`src/rtl/mmt_pkg.sv`:
```
`timescale 1ns/1ps
package mmt_pkg;
  typedef enum logic [1:0] {
    MD_TIMER   = 2'b00,
    MD_EVENT   = 2'b01,
    MD_ONESHOT = 2'b10,
    MD_PWM     = 2'b11
  } mmt_mode_e;

  // register addresses
  localparam int unsigned RA_MODE   = 0;
  localparam int unsigned RA_CTRL   = 1;
  localparam int unsigned RA_RELOAD = 2;
  localparam int unsigned RA_CMP    = 3;
  localparam int unsigned RA_COUNT  = 4;

  // mode register layout
  localparam int unsigned MODE_W = 8;
  localparam int unsigned MB_INV = 2;
  localparam int unsigned MB_TOG = 3;
endpackage

```
`src/rtl/mmt_sync.sv`:
```
`timescale 1ns/1ps
module mmt_sync #(
  parameter int unsigned STAGES = 2
) (
  input  logic clk,
  input  logic rst,
  input  logic din,
  output logic rise
);
  // STAGES synchronizer flops followed by one history flop
  logic [STAGES:0] chain_q;

  always_ff @(posedge clk) begin
    if (rst) chain_q <= '0;
    else     chain_q <= {chain_q[STAGES-1:0], din};
  end

  assign rise = chain_q[STAGES-1] & ~chain_q[STAGES];
endmodule

```
`src/rtl/mmt_regs.sv`:
```
`timescale 1ns/1ps
module mmt_regs
  import mmt_pkg::*;
#(
  parameter int unsigned CNT_W  = 16,
  parameter int unsigned ADDR_W = 3
) (
  input  logic              clk,
  input  logic              rst,
  input  logic              wr_en,
  input  logic [ADDR_W-1:0] wr_addr,
  input  logic [CNT_W-1:0]  wr_data,
  input  logic              os_done,
  input  logic              uf_pulse,
  output logic [MODE_W-1:0] mode_q,
  output logic              run_q,
  output logic              flag_q,
  output logic [CNT_W-1:0]  reload_q,
  output logic [CNT_W-1:0]  cmp_q,
  output logic              start_pulse,
  output logic              apply_pulse
);
  logic              wr_mode, wr_ctrl, wr_rel, wr_cmp;
  logic              run_clear;
  logic [MODE_W-1:0] pend_q;
  logic              pend_v;

  assign wr_mode = wr_en && (wr_addr == ADDR_W'(RA_MODE));
  assign wr_ctrl = wr_en && (wr_addr == ADDR_W'(RA_CTRL));
  assign wr_rel  = wr_en && (wr_addr == ADDR_W'(RA_RELOAD));
  assign wr_cmp  = wr_en && (wr_addr == ADDR_W'(RA_CMP));

  assign start_pulse = wr_ctrl && wr_data[0] && !run_q;
  assign run_clear   = run_q && ((wr_ctrl && !wr_data[0]) || (!wr_ctrl && os_done));
  assign apply_pulse = (wr_mode && !run_q) || (run_clear && (pend_v || wr_mode));

  always_ff @(posedge clk) begin
    if (rst) begin
      run_q    <= 1'b0;
      flag_q   <= 1'b0;
      reload_q <= '0;
      cmp_q    <= '0;
      mode_q   <= '0;
      pend_q   <= '0;
      pend_v   <= 1'b0;
    end else begin
      if (wr_ctrl)      run_q <= wr_data[0];
      else if (os_done) run_q <= 1'b0;

      if (uf_pulse)                 flag_q <= 1'b1;
      else if (wr_ctrl && wr_data[1]) flag_q <= 1'b0;

      if (wr_rel) reload_q <= wr_data;
      if (wr_cmp) cmp_q    <= wr_data;

      if (run_clear && (pend_v || wr_mode)) begin
        mode_q <= wr_mode ? wr_data[MODE_W-1:0] : pend_q;
        pend_v <= 1'b0;
      end else if (wr_mode && !run_q) begin
        mode_q <= wr_data[MODE_W-1:0];
        pend_v <= 1'b0;
      end else if (wr_mode) begin
        pend_q <= wr_data[MODE_W-1:0];
        pend_v <= 1'b1;
      end
    end
  end
endmodule

```
`src/rtl/mmt_core.sv`:
```
`timescale 1ns/1ps
module mmt_core
  import mmt_pkg::*;
#(
  parameter int unsigned CNT_W = 16
) (
  input  logic             clk,
  input  logic             rst,
  input  mmt_mode_e        mode_sel,
  input  logic             tog_en,
  input  logic             start_pulse,
  input  logic             apply_pulse,
  input  logic             run,
  input  logic             step,
  input  logic [CNT_W-1:0] reload,
  input  logic [CNT_W-1:0] cmp,
  output logic [CNT_W-1:0] cnt_q,
  output logic             lvl_q,
  output logic             uf_pulse,
  output logic             os_done
);
  logic at_zero;

  assign at_zero  = (cnt_q == '0);
  assign uf_pulse = step && run && !start_pulse && at_zero;
  assign os_done  = uf_pulse && (mode_sel == MD_ONESHOT);

  always_ff @(posedge clk) begin
    if (rst) begin
      cnt_q <= '0;
    end else if (start_pulse) begin
      cnt_q <= (mode_sel == MD_PWM) ? '1 : reload;
    end else if (step && run) begin
      if (at_zero && (mode_sel == MD_TIMER || mode_sel == MD_EVENT))
        cnt_q <= reload;
      else if (!(at_zero && mode_sel == MD_ONESHOT))
        cnt_q <= cnt_q - 1'b1;
    end
  end

  always_ff @(posedge clk) begin
    if (rst) begin
      lvl_q <= 1'b0;
    end else if (apply_pulse) begin
      lvl_q <= 1'b0;
    end else begin
      unique case (mode_sel)
        MD_TIMER, MD_EVENT: if (uf_pulse && tog_en) lvl_q <= ~lvl_q;
        MD_ONESHOT: begin
          if (start_pulse)          lvl_q <= 1'b1;
          else if (os_done || !run) lvl_q <= 1'b0;
        end
        MD_PWM: lvl_q <= run && (cnt_q < cmp);
        default: lvl_q <= lvl_q;
      endcase
    end
  end
endmodule

```
`src/rtl/multimode_timer.sv`:
```
`timescale 1ns/1ps
module multimode_timer
  import mmt_pkg::*;
#(
  parameter int unsigned CNT_W       = 16,
  parameter int unsigned ADDR_W      = 3,
  parameter int unsigned SRC_W       = 2,
  parameter int unsigned SYNC_STAGES = 2
) (
  input  logic                clk,
  input  logic                rst,
  input  logic                wr_en,
  input  logic [ADDR_W-1:0]   wr_addr,
  input  logic [CNT_W-1:0]    wr_data,
  input  logic [ADDR_W-1:0]   rd_addr,
  output logic [CNT_W-1:0]    rd_data,
  input  logic [2**SRC_W-1:0] tick_en,
  input  logic                evt_in,
  output logic                tmr_out,
  output logic                uf_flag
);
  localparam int unsigned SRC_LSB = MODE_W - SRC_W;

  logic [MODE_W-1:0] mode_q;
  logic              run_q, flag_q;
  logic [CNT_W-1:0]  reload_q, cmp_q, cnt_q;
  logic              start_pulse, apply_pulse;
  logic              uf_pulse, os_done;
  logic              evt_rise, step, lvl_q;
  mmt_mode_e         mode_sel;
  logic [CNT_W-1:0]  rd_d;

  assign mode_sel = mmt_mode_e'(mode_q[1:0]);

  mmt_regs #(.CNT_W(CNT_W), .ADDR_W(ADDR_W)) u_regs (
    .clk(clk), .rst(rst), .wr_en(wr_en), .wr_addr(wr_addr), .wr_data(wr_data),
    .os_done(os_done), .uf_pulse(uf_pulse), .mode_q(mode_q), .run_q(run_q),
    .flag_q(flag_q), .reload_q(reload_q), .cmp_q(cmp_q),
    .start_pulse(start_pulse), .apply_pulse(apply_pulse)
  );

  mmt_sync #(.STAGES(SYNC_STAGES)) u_sync (
    .clk(clk), .rst(rst), .din(evt_in), .rise(evt_rise)
  );

  assign step = run_q && ((mode_sel == MD_EVENT) ? evt_rise
                                                 : tick_en[mode_q[MODE_W-1:SRC_LSB]]);

  mmt_core #(.CNT_W(CNT_W)) u_core (
    .clk(clk), .rst(rst), .mode_sel(mode_sel), .tog_en(mode_q[MB_TOG]),
    .start_pulse(start_pulse), .apply_pulse(apply_pulse), .run(run_q),
    .step(step), .reload(reload_q), .cmp(cmp_q), .cnt_q(cnt_q),
    .lvl_q(lvl_q), .uf_pulse(uf_pulse), .os_done(os_done)
  );

  always_comb begin
    rd_d = '0;
    case (rd_addr)
      ADDR_W'(RA_MODE):   rd_d = CNT_W'(mode_q);
      ADDR_W'(RA_CTRL):   rd_d = CNT_W'({flag_q, run_q});
      ADDR_W'(RA_RELOAD): rd_d = reload_q;
      ADDR_W'(RA_CMP):    rd_d = cmp_q;
      ADDR_W'(RA_COUNT):  rd_d = cnt_q;
      default:            rd_d = '0;
    endcase
  end

  always_ff @(posedge clk) begin
    if (rst) rd_data <= '0;
    else     rd_data <= rd_d;
  end

  assign tmr_out = lvl_q ^ mode_q[MB_INV];
  assign uf_flag = flag_q;
endmodule

```
`config.mk`:
```
export PLATFORM = sky130hd
export DESIGN_NAME = multimode_timer
export DESIGN_NICKNAME = d
export VERILOG_FILES = /design/src/rtl/mmt_pkg.sv /design/src/rtl/mmt_sync.sv /design/src/rtl/mmt_regs.sv /design/src/rtl/mmt_core.sv /design/src/rtl/multimode_timer.sv
export SDC_FILE = /design/constraint.sdc
export NUM_CORES = 1
export LEC_CHECK = 0
export BUFFER_PORTS_ARGS = -buffer_cell sky130_fd_sc_hd__clkbuf_2
export CELL_PAD_IN_SITES_DETAIL_PLACEMENT = 1
export CELL_PAD_IN_SITES_GLOBAL_PLACEMENT = 1
export CORE_MARGIN = 3
export CORE_UTILIZATION = 48
export DETAILED_ROUTE_END_ITERATION = 8
export PLACE_DENSITY = 0.95
export SYNTH_ARGS = -nofsm -noshare
export SYNTH_HDL_FRONTEND = slang
export SYNTH_HIERARCHICAL = 1
export SYNTH_SLANG_ARGS = --single-unit
```
`constraint.sdc`:
```
create_clock -name clk -period 5.1 [get_ports clk]
set_input_delay 1.02 -clock clk [delete_from_list [all_inputs] [get_ports clk]]
set_output_delay 1.02 -clock clk [all_outputs]
set_load 0.03 [all_outputs]
```
==> impl_metrics.tcl <==
set metrics [dict create \
    status "completed" \
    synth.largest_area_cell "dfxtp_1" \
    dr.pass1.iters 4 \
    setup-tns-final_ns 0 \
    slowest_delay_ns 0.63 \
    criticalPathCategory "reg2reg" \
    final-max-slew-violation-count 0 \
    syn_nets 611 \
    maxCapViolCount 0 \
    postCtsSetupBuffers 0 \
    place.port_buffers 47 \
    grt_use_total 0.265 \
    ctsHtreeMaxLevel 3 \
    ys.flop_type "dfxtp_1" \
    timing.final.crit_share 0.757 \
    ant_nets 0 \
    ios 48 \
    yosysTopAreaCellShare 0.378 \
    drc 0 \
    core-area_sq_um 9280 \
    path_common_cell "or4_1" \
    diodes 0 \
    worst_slack_ns 1.24 \
    antenna_found_initial 0 \
    wl_per_cell_um 19.9 \
    finalSetupViolations 0 \
    fin_worst_skew_ns 0.0132 \
    gp_congestion 0.839 \
    fp.dieW_um 104 \
    fmax_mhz 259 \
    finalHoldViolations 0 \
    clk_pin_slew_ns 0.10 \
    max-vdd-ir-drop_uv 130 \
    synth-edff-count 0 \
    tightestPinTransition_ns 0.912 \
    drt-vias-per-instance 6.04 \
    r2r_start "u_core/cnt_q[7]" \
    nNetsFinal 638 \
    drive_gt1_frac 0.154 \
    grt_start_max_net_pins 56 \
    place_inst 709 \
    syn2layout_area_growth_pct 8.81 \
    crit_fanout 11 \
    period_needed_ns 3.86 \
    grt_pass1_wl_um 23200 \
    hold_class "reg2reg" \
    drt_iter0_markers 280 \
    grt_setup_unrepaired "false" \
    avgSynthCellArea_sq_um 8.16 \
    fin_area_sq_um 5010 \
    crit_arrival_ns 4.18 \
    worstSetupStartpointType "flop" \
    ys_types 64 \
    placed_cell_area_sq_um 4820 \
    dp_hpwl_um 10000 \
    r2r-end "u_regs/mode_q[5]" \
    ctsResizeCount 0 \
    synthesis.area_sq_um 4600 \
    crit_required_ns 5.42 \
    cts_root_buf "clkbuf_8" \
    synth-seq-cells 87 \
    hold_buffers 0 \
    syn_inst 564 \
    fin_cells 725 \
    grt-ovfl-total 0 \
    yosysSeqAreaShare 0.378 \
    power_density_nw_per_um2 254 \
    detail_route.wirelength_um 14400 \
    clock_latency_ns 0.37 \
    vias 4379 \
    dp_slack_ns 1.36 \
    critPathCaptureType "flop" \
    synth_most_common_cell "nand2_1" \
    path_cells "or4_4 -> or3_1 -> or4_1 -> nor4_1 -> nor2b_1 -> or4_1 -> nor2_1 -> a221o_2" \
    relSlewSlack 0.390 \
    die_area_sq_um 10800 \
    r2r_slack_ns 1.24 \
    cts_buffers 9 \
    crit_path_top_delay_cell "or4_1" \
    hold_depth 1 \
    ys_top_cells_by_area "dfxtp_1 38%, a21oi_1 7.8%, nand2_1 7.2%, ha_1 4.6%, nor2_1 4.0%" \
    clock-sinks 87 \
    async_flop_share 0 \
    initial_utilization 0.496 \
    cts.path.max_buffers 2 \
    rr_worst_depth 8 \
    leakage_nw 1.97 \
    min-delay-start "u_sync/chain_q[0]" \
    post-route-util 0.539 \
    grt_pass1_vias 4585 \
    cts_tree "yes" \
    rows 35 \
    synth.cells.most_frequent "88 x nand2_1, 87 x dfxtp_1, 72 x a21oi_1, 49 x nor2_1, 29 x inv_1" \
    dieHeight_um 104 \
    yosys_warnings 6 \
    min_to "u_sync/chain_q[1]" \
]
==> cell type report <==
cell class / instances / area [sq um]
Clock buffer: 9 / 124
Tap cell: 129 / 161
Sequential cell: 87 / 1740
Fill cell: 1192 / 4280
Multi-Input combinational cell: 415 / 2560
Clock inverter: 7 / 62.6
Timing Repair Buffer: 49 / 250
Inverter: 29 / 109
==> registers in the layout, summed over array words and instances, names as in the netlist <==
name             count
u_regs/run_q         1
u_regs/cmp_q        16
u_regs/pend_q        8
u_regs/pend_v        1
u_core/lvl_q         1
u_regs/reload_q     16
rd_data             16
u_core/cnt_q        16
u_regs/flag_q        1
u_regs/mode_q        8
u_sync/chain_q       3
==> logic make-up after synthesis <==
| group | Yosys count | share of synthesized area |
|---|---|---|
| and+or+nand+nor | 227 | 0.245 |
| AOI/OAI and AO/OA | 141 | 0.199 |
| DFF | 87 | 0.378 |
| buffers and inverters | 62 | 0.0655 |
| muxes | 17 | 0.0411 |
| adders and majority gates | 17 | 0.0462 |
| xor gates and xnor gates | 13 | 0.0247 |
==> placed cells by master (no fill, tap or decap), types with 6 or more instances in the layout <==
cell,synthesis,layout
a21oi_1,72,72
a221o_1,7,7
inv_1,29,29
mux2i_1,14,14
nor2b_1,7,7
nor3_1,11,11
nand2_1,88,88
o21ai_0,20,20
clkbuf_8,0,9
nand2b_1,10,10
xor2_1,8,8
clkbuf_2,0,47
nand3b_1,10,10
a221o_2,8,8
nand3_1,13,13
dfxtp_1,87,87
nor2_1,49,49
ha_1,17,17
or3_1,6,6
==> metrics by stage <==
stage / hold WS (ns) / total power (W)
floorplan: 0.414 / 0.000781
global placement: 0.420 / 0.000809
detailed placement: 0.436 / 0.000816
CTS: 0.459 / 0.00128
global route: 0.472 / 0.00131
finish: 0.456 / 0.00127
==> layer usage <==
layer | vias up | part of all wire | global-route usage
met3 | 39 | 0.049 | 0.0441
li1 | 2020 | - | -
met1 | 2162 | 0.41 | 0.315
met2 | 158 | 0.51 | 0.474
met5 | - | 0 | 0
met4 | 0 | 0.026 | 0.107
==> power breakdown <==
group / switching, W / internal (W)
clock: 0.000283 / 0.000187
sequential: 0.00000897 / 0.000688
combinational: 0.0000704 / 0.0000360
total: 0.000362 / 0.000911
==> worst max-delay path by stage <==
stage / start / to / slack [ns] / cells after the start
final: u_core/cnt_q[7] / u_regs/mode_q[5] / 1.24 / 8
after global routing: u_core/cnt_q[7] / u_regs/mode_q[5] / 1.0 / 8
after CTS: u_core/cnt_q[7] / u_regs/mode_q[5] / 1.28 / 8
after detailed placement: u_core/cnt_q[7] / u_regs/mode_q[5] / 1.36 / 8
after global placement: u_core/cnt_q[7] / u_regs/mode_q[7] / 1.50 / 8
after floorplan: u_core/cnt_q[7] / u_regs/mode_q[0] / 1.89 / 8
==> critical path, delay by kind of cell (launching register included) <==
| family | cells | cell delay, ns |
|---|---|---|
| simple gates | 7 | 3.30 |
| compound gates | 1 | 0.13 |
| flops | 1 | 0.38 |
Power figures use the tool's default switching activity.
